`config.mk`:
```
export PLATFORM = sky130hd
export DESIGN_NAME = tri_phase_divider
export DESIGN_NICKNAME = d
export VERILOG_FILES = /design/src/rtl/tri_div_pkg.sv /design/src/rtl/tri_div_rise_stage.sv /design/src/rtl/tri_div_fall_stage.sv /design/src/rtl/tri_div_merge.sv /design/src/rtl/tri_phase_divider.sv
export SDC_FILE = /design/constraint.sdc
export NUM_CORES = 1
export LEC_CHECK = 0
export CAP_MARGIN = 20
export CORE_AREA = 2 2 39 41
export DETAILED_ROUTE_END_ITERATION = 7
export DIE_AREA = 0 0 41 43
export PLACE_DENSITY = 0.33
export SLEW_MARGIN = 15
export SYNTH_ARGS = -nofsm -noshare
export SYNTH_HDL_FRONTEND = slang
export SYNTH_SLANG_ARGS = --single-unit
```
`constraint.sdc`:
```
create_clock -name clk_in -period 1.7 [get_ports clk_in]
set_input_delay 0.425 -clock clk_in [delete_from_list [all_inputs] [get_ports clk_in]]
set_output_delay 0.425 -clock clk_in [all_outputs]
set_load 0.05 [all_outputs]
```
`src/rtl/tri_div_pkg.sv`:
```
`timescale 1ns/1ps
// Shared constants and types for the divide-by-three clock generator.
// Assumes the ratio stays at three; the counter width is derived from it.
package tri_div_pkg;
    localparam int unsigned DIV_RATIO  = 3;
    localparam int unsigned PHASE_W    = $clog2(DIV_RATIO);
    typedef logic [PHASE_W-1:0] phase_t;
    localparam phase_t FIRST_PHASE = phase_t'(0);
    localparam phase_t LAST_PHASE  = phase_t'(DIV_RATIO - 1);
    localparam phase_t RISE_PHASE  = phase_t'(1);
endpackage

```
`src/rtl/tri_div_rise_stage.sv`:
```
`timescale 1ns/1ps
// Rising-edge group: a modulo-RATIO phase counter and a registered term that
// is high for one input cycle per output period (decoded from RISE_PHASE).
// Assumes rst_n is synchronous to clk_in; clears on a rising edge with rst_n low.
module tri_div_rise_stage
    import tri_div_pkg::*;
#(
    parameter phase_t LAST = LAST_PHASE,
    parameter phase_t DECODE = RISE_PHASE
) (
    input  logic   clk_in,
    input  logic   rst_n,
    output phase_t phase_q,
    output logic   rise_term_q
);
    // Phase counter: advances on every rising edge and wraps after LAST.
    always_ff @(posedge clk_in) begin
        if (!rst_n)
            phase_q <= FIRST_PHASE;
        else if (phase_q == LAST)
            phase_q <= FIRST_PHASE;
        else
            phase_q <= phase_q + phase_t'(1);
    end

    // Decoded term: high for the cycle that follows the DECODE phase.
    always_ff @(posedge clk_in) begin
        if (!rst_n)
            rise_term_q <= 1'b0;
        else
            rise_term_q <= (phase_q == DECODE);
    end
endmodule

```
`src/rtl/tri_div_fall_stage.sv`:
```
`timescale 1ns/1ps
// Falling-edge group: copies the rising-edge term half an input cycle later.
// Assumes the input clock is close to 50% duty; clears on a falling edge with rst_n low.
module tri_div_fall_stage (
    input  logic clk_in,
    input  logic rst_n,
    input  logic rise_term,
    output logic fall_term_q
);
    // Half-cycle delayed copy of the rising-edge term.
    always_ff @(negedge clk_in) begin
        if (!rst_n)
            fall_term_q <= 1'b0;
        else
            fall_term_q <= rise_term;
    end
endmodule

```
`src/rtl/tri_div_merge.sv`:
```
`timescale 1ns/1ps
// Output merge: ORs registered terms only, so the output is glitch free.
// Assumes every input is a flop output; never drives a clock pin inside the block.
module tri_div_merge #(
    parameter int unsigned N_TERMS = 2
) (
    input  logic [N_TERMS-1:0] terms,
    output logic               merged
);
    // Wide OR of all registered terms.
    always_comb merged = |terms;
endmodule

```
`src/rtl/tri_phase_divider.sv`:
```
`timescale 1ns/1ps
// Divide-by-three clock with 50% duty: rising edges come from the rising-edge
// group, falling edges from the falling-edge group. Output is deterministic after
// a synchronous active-low reset. Duty accuracy follows the input duty cycle.
module tri_phase_divider
    import tri_div_pkg::*;
(
    input  logic clk_in,
    input  logic rst_n,
    output logic clk_div_out,
    output logic rise_mark
);
    phase_t phase_w;
    logic   rise_term_w;
    logic   fall_term_w;

    tri_div_rise_stage #(
        .LAST   (LAST_PHASE),
        .DECODE (RISE_PHASE)
    ) u_rise (
        .clk_in      (clk_in),
        .rst_n       (rst_n),
        .phase_q     (phase_w),
        .rise_term_q (rise_term_w)
    );

    tri_div_fall_stage u_fall (
        .clk_in      (clk_in),
        .rst_n       (rst_n),
        .rise_term   (rise_term_w),
        .fall_term_q (fall_term_w)
    );

    tri_div_merge #(
        .N_TERMS (2)
    ) u_merge (
        .terms  ({fall_term_w, rise_term_w}),
        .merged (clk_div_out)
    );

    // Marker is the rising-edge term itself: one input cycle from each output rise.
    always_comb rise_mark = rise_term_w;
endmodule

```
Yosys cells after proc, flatten, opt, wreduce, memory -nomap -nowiden
Index checks and enable logic that the tools add are counted.

Flip-flop bits (word level): 4. Latch bits: 0. Memory bits (writable): 0. ROM bits: 0. Bits of input ports: 2. Word-level logic and storage cells: 9. Memories: 0.

Add/sub/neg operators: 1. Multiply operators: 0. Div/mod/pow operators: 0. $lt $le $gt $ge: 0. Equal/unequal tests: 2. Shift operators: 0. Multiplexer cells: 0. Bitwise operators: 1. Reduce and logical (&&, ||, !) cells: 2.

Operators by type and width (number): $reduce_or 2->1 (2); $add 2x1->2 const B (1); $eq 2x1->1 const B (1); $eq 2x2->1 const B (1); $not 1->1 (1).

Depth between registers and ports, before layout
Gate-level depths: netlist of the first run.

Word-level depth: 2. Gate-level depth with buffers: 3. Mapped depth without buffers: 3.

Modules after synthesis
A second synthesis of the first run with hierarchy kept.

Cells, all modules: 14. Area, all modules: 160.2 sq um.

By module, submodules not included: tri_div_rise_stage (instances 1, cells an instance 10, area an instance 123.9 sq um); tri_div_fall_stage (instances 1, cells an instance 3, area an instance 30.0 sq um); tri_div_merge (instances 1, cells an instance 1, area an instance 6.3 sq um).

==> run metrics, run 1 <==
Initial Util=0.117; Yosys reg bits=4; IR drop worst, VDD=432 uV; non-filler cells, final=38; leakage=0.115 nW; Sw Ratio=0.287; grt ovf=0; RSZ-0062 raised after global routing=true; Clk pwr share=0.414; clk buf depth=2; FF-to-FF path depth=1; total core area=0.00138 mm2; Clk pin slew, worst setup/hold paths=0.04 ns; via count=109; ratio of cells with drive above 1 in the final layout=0.500; CTS buffer count=3; initial drt markers=5; vias in the first global route=95; Crit. Startpoint=u_fall.fall_term_q; final WL=209 um; initial antenna violation count=0; post-synth top area share=0.496; Avg Synthesized Cell Area=11.5 um2; Fillers=149; Syn Inst Count=14; drt wl/cell=5.50 um; DRC=0; fin worst setup slack=-0.511 ns; simple-gate share of the synthesized area=0.279; Setup Skew=0.0536 ns; total power=329 uW; status=finished with violations; routability cong.=0.579; combinational family with the most area after synthesis=simple AND/OR/NAND/NOR gates; Post-synth ARST share=0; Commonest cells post-synth=dfxtp_1 (4), inv_1 (3), ha_1 (2), nor3b_2 (2); failing checks=negative setup slack; Die X=41 um; most common cell in the synthesized netlist=dfxtp_1; CTS sink cnt=4; Pins Over Slew Limit=0; GRT Resource Usage Total=0.0382; CP required=1.27 ns; Multi-input gate area=72.6 um2; GR Util met2=0.0313; setup_tns=-0.511 ns; Placed Cells=34; Distinct cells, synth=7; CTS Root Cell=clkbuf_4; CP Capture Type=output pin; R2R Path Start=u_rise.rise_term_q; # rows=14; 1st-pass router iterations=2; die height=43 um; Logic pwr share=0.229; H-tree levels=1; post-synthesis mux area share=0; num ports=4; Worst-Skew Late Latency=0.29 ns; Seq/Total Area, Yosys=0.496; gr busiest metal=met3; sequential cell area=81.3 um2; met1 GRT Util=0.0225; CP Max Fanout=1; power density cells=1340 mW/mm2; Synth Area in Compound Gates=0; WHS Path Cells=1; Primary FF master, synth=dfxtp_1; input/output buffers=3; sequential share of power=0.357; vias per cell=2.87; Mapped Area=161 um2; fin nets=27; largest area contributor in the netlist=dfxtp_1; kind of critical path=reg -> out; synth warn=0; number of synthesized flops with an enable pin=0; largest net degree at the start of global routing=4; area delta synth->final=52.7%; die area=0.00176 mm2; Post-CTS Setup Bufs=0; grt met3 use=0.0785; Hold Fails Final Rpt=0; Worst setup SP type=flip-flop; post-route ant nets=0; Syn Nets=18; Synth Area in Adders=0.155; max-cap viol count=0; first-pass GRT wire length=324 um; # setup viols final=1; n_diodes=0; switching power=94.5 uW; XOR/XNOR Fraction of Synth Area=0; Min-Delay Path Class=reg -> reg; CTS tree=yes; Int Pwr=235 uW; Worst Hold Launch=u_rise.phase_q[0]; Slew HR=0.904; worst path arrival time=1.79 ns; Least-Margin Pin Slew=0.145 ns; largest cells by area after synthesis=dfxtp_1 (50%), ha_1 (16%), nor3b_2 (16%)
[final timing paths]
path | slack, ns | endpoint
worst min register to register | 0.47 | u_rise.phase_q[0]
worst max register to register | 0.32 | u_fall.fall_term_q
worst max-delay path | -0.51 | clk_div_out
worst min-delay path | 0.47 | u_rise.phase_q[0]
[sequential cells by signal (all words and copies together), names as in the netlist]
| register | cells |
|---|---|
| u_rise.rise_term_q | 1 |
| u_fall.fall_term_q | 1 |
| u_rise.phase_q | 2 |
[routing by layer]
metal,part of all wire,vias to the layer above
li1,-,57
met1,0.52,48
met2,0.35,4
met3,0.13,0
met4,0,0
met5,0,-
[logic make-up after synthesis]
family / after synthesis
buffers and inverters: 3
adders and majority gates: 2
and+or+nand+nor: 5
DFF: 4
[placed cells by master, fill, tap and decap left out]
cell,instances
dlygate4sd2_1,1
dfxtp_1,3
and2_2,1
clkbuf_4,3
ha_1,2
buf_4,2
dfxtp_2,1
clkbuf_1,1
inv_1,3
or2_4,1
nor3b_2,2
buf_6,1
and2_1,1
[power groups by stage]
stage / registers [mW] / logic [mW] / clock network [mW]
floorplan: 0.127 / 0.0470 / 0.00736
global placement: 0.118 / 0.0730 / 0.00736
detailed placement: 0.119 / 0.0743 / 0.00736
CTS: 0.118 / 0.0768 / 0.143
global route: 0.119 / 0.0828 / 0.149
finish: 0.118 / 0.0755 / 0.136
[metrics by stage]
step                cell area (um2)  setup slack (ns)  hold WS [ns]  utilization
CTS                             246            -0.524         0.472        0.178
floorplan                       165            -0.143         0.441            -
detailed placement              218            -0.308         0.466        0.157
global route                    246            -0.544         0.488        0.178
global placement                218            -0.297         0.449        0.157
finish                          246            -0.511         0.467        0.178
[worst max-delay path, cell delays in order, from the launching register on]
cell and delay, ns:
dfxtp_1 0.28, or2_4 0.22, buf_6 0.15
[what timing repair did]
item	CTS	global route
hold buffers	0	0
setup endpoints to repair	2	1
gates resized for setup	2	0
[final cells by class]
cell class / instances / area share
Clock inverter: 1 / 0.0152
Sequential cell: 4 / 0.330
Tap cell: 16 / 0.0812
Clock buffer: 4 / 0.107
Inverter: 2 / 0.0305
Timing Repair Buffer: 4 / 0.142
Multi-Input combinational cell: 7 / 0.294
No activity file was read; power rests on OpenSTA's default activity.
==> inputs of run 2 (changes only) <==
==> constraint.sdc (replaced) <==
create_clock -name clk_in -period 2.6 [get_ports clk_in]
set_input_delay 0.65 -clock clk_in [delete_from_list [all_inputs] [get_ports clk_in]]
set_output_delay 0.65 -clock clk_in [all_outputs]
set_load 0.05 [all_outputs]
==> run 2 against run 1 <==
The flow still finishes with violations (negative setup slack). Die area did not move. Utilization rose by 0.18 points. Final area rose by 1.0%. Hold slack improved by 0.0060 ns. Non-clock buffer count did not move. Global-route usage rose by 0.71 points. Sequential cell count did not move. Critical path type unchanged. Critical endpoint unchanged.
==> run metrics, run 2 (same netlist as run 1, synthesis figures left out) <==
num ports=4; hold slack=0.473 ns; Hold Fails Final Rpt=0; Worst setup SP type=flip-flop; Worst-Skew Late Latency=0.29 ns; total power=219 uW; H-tree levels=1; leakage=0.111 nW; vias per cell=3.03; first-pass GRT wire length=414 um; power density cells=880 mW/mm2; initial drt markers=1; Min-Delay Path Class=reg -> reg; Die X=41 um; total core area=0.00138 mm2; CP Capture Type=output pin; CP Buf/Inv Count=1; HPWL after DPL=174 um; via count=115; # setup viols final=1; kind of critical path=reg -> out; CTS Root Cell=clkbuf_4; Final Core Density=0.180; Setup Skew=0.0561 ns; CP Max Fanout=1; Crit path depth=2; CTS tree=yes; Largest Register=u_rise.phase_q; Clk pin slew, worst setup/hold paths=0.04 ns; Initial Util=0.117; commonest non-fill, non-tap cell in the layout=dfxtp_1; Least-Margin Pin Slew=0.488 ns; Slew HR=0.674; DRC=0; area post-placement=219 um2; CTS buffer count=3; CTS sink cnt=4; fin worst setup slack=-0.292 ns; 1st-pass router iterations=2; max-cap viol count=0; Max stage delay on crit path=0.29 ns; area delta synth->final=54.3%; ratio of cells with drive above 1 in the final layout=0.409; grt ovf=0; final WL=242 um; CP max stage cell=dfxtp_1; die height=43 um; initial antenna violation count=0; design area=249 um2; GRT Resource Usage Total=0.0452; CP required=1.95 ns; CP top delay family=flip-flops; input/output buffers=3; post-route ant nets=0; hold buffers post-CTS=0; non-filler cells, final=38; FF-to-FF path depth=1; WHS Path Cells=1; drt wl/cell=6.37 um; n_diodes=0; Pins Over Slew Limit=0; clk buf depth=2; RSZ-0062 raised after global routing=true; routability cong.=0.599; top flop regs=u_rise.phase_q x2, u_fall.fall_term_q x1, u_rise.rise_term_q x1; worst path arrival time=2.24 ns; most frequent cells in the layout=dfxtp_1 (4), inv_1 (3), clkbuf_4 (3); failing checks=negative setup slack; largest net degree at the start of global routing=4; status=finished with violations; Placed Cells=34; # rows=14; IR drop worst, VDD=170 uV; max reg flops=2; die area=0.00176 mm2; cell chain of the critical path=or2_4 > buf_6; fin nets=27; vias in the first global route=112
run 2: cell types whose count changed in the layout (fill, tap and decap cells not counted), sizes merged:
cell and change:
dlygate4sd2 -1, clkdlybuf4s50 +2, buf -1
run 2: path summary, 6_finish.rpt:
| check | from | end | slack (ns) |
|---|---|---|---|
| worst max register to register | u_rise.rise_term_q | u_fall.fall_term_q | 0.78 |
| worst min register to register | u_rise.phase_q[0] | u_rise.phase_q[0] | 0.47 |
| worst min-delay path | u_rise.phase_q[0] | u_rise.phase_q[0] | 0.47 |
| worst max-delay path | u_fall.fall_term_q | clk_div_out | -0.29 |
run 2: stage by stage:
step	TNS [ns]	worst slack (ns)
after CTS	-0.306	-0.306
after floorplan	0	0.0824
final	-0.292	-0.292
after global placement	-0.0912	-0.0696
after detailed placement	-0.0875	-0.0619
after global routing	-0.317	-0.317
run 2: what timing repair did:
action	4_1_cts	5_1_grt
resized for setup	1	0
buffers inserted	0	0
setup endpoints to repair	1	1
run 2: power by group:
| group | total (mW) | switching, mW | internal, mW | leakage, nW |
|---|---|---|---|---|
| Sequential | 0.0769 | 0.00608 | 0.0709 | 0.0330 |
| Combinational | 0.0510 | 0.0273 | 0.0238 | 0.0579 |
| Clock | 0.0912 | 0.0313 | 0.0599 | 0.0203 |
| Total | 0.219 | 0.0646 | 0.155 | 0.111 |
run 2: layout make-up:
cell class	instances	area, um2
clock buffers	4	26.3
clock inverters	1	3.75
fillers	156	1130
inverters	2	7.51
multi-input cells	7	72.6
flip-flops and latches	4	80.1
well taps	16	20.0
repair buffers	4	38.8
run 2: layer usage:
metal	GRT usage	part of all wire
met1	0.0355	0.42
met2	0.0375	0.41
met3	0.0681	0.14
met4	0.0600	0.021
met5	0	0
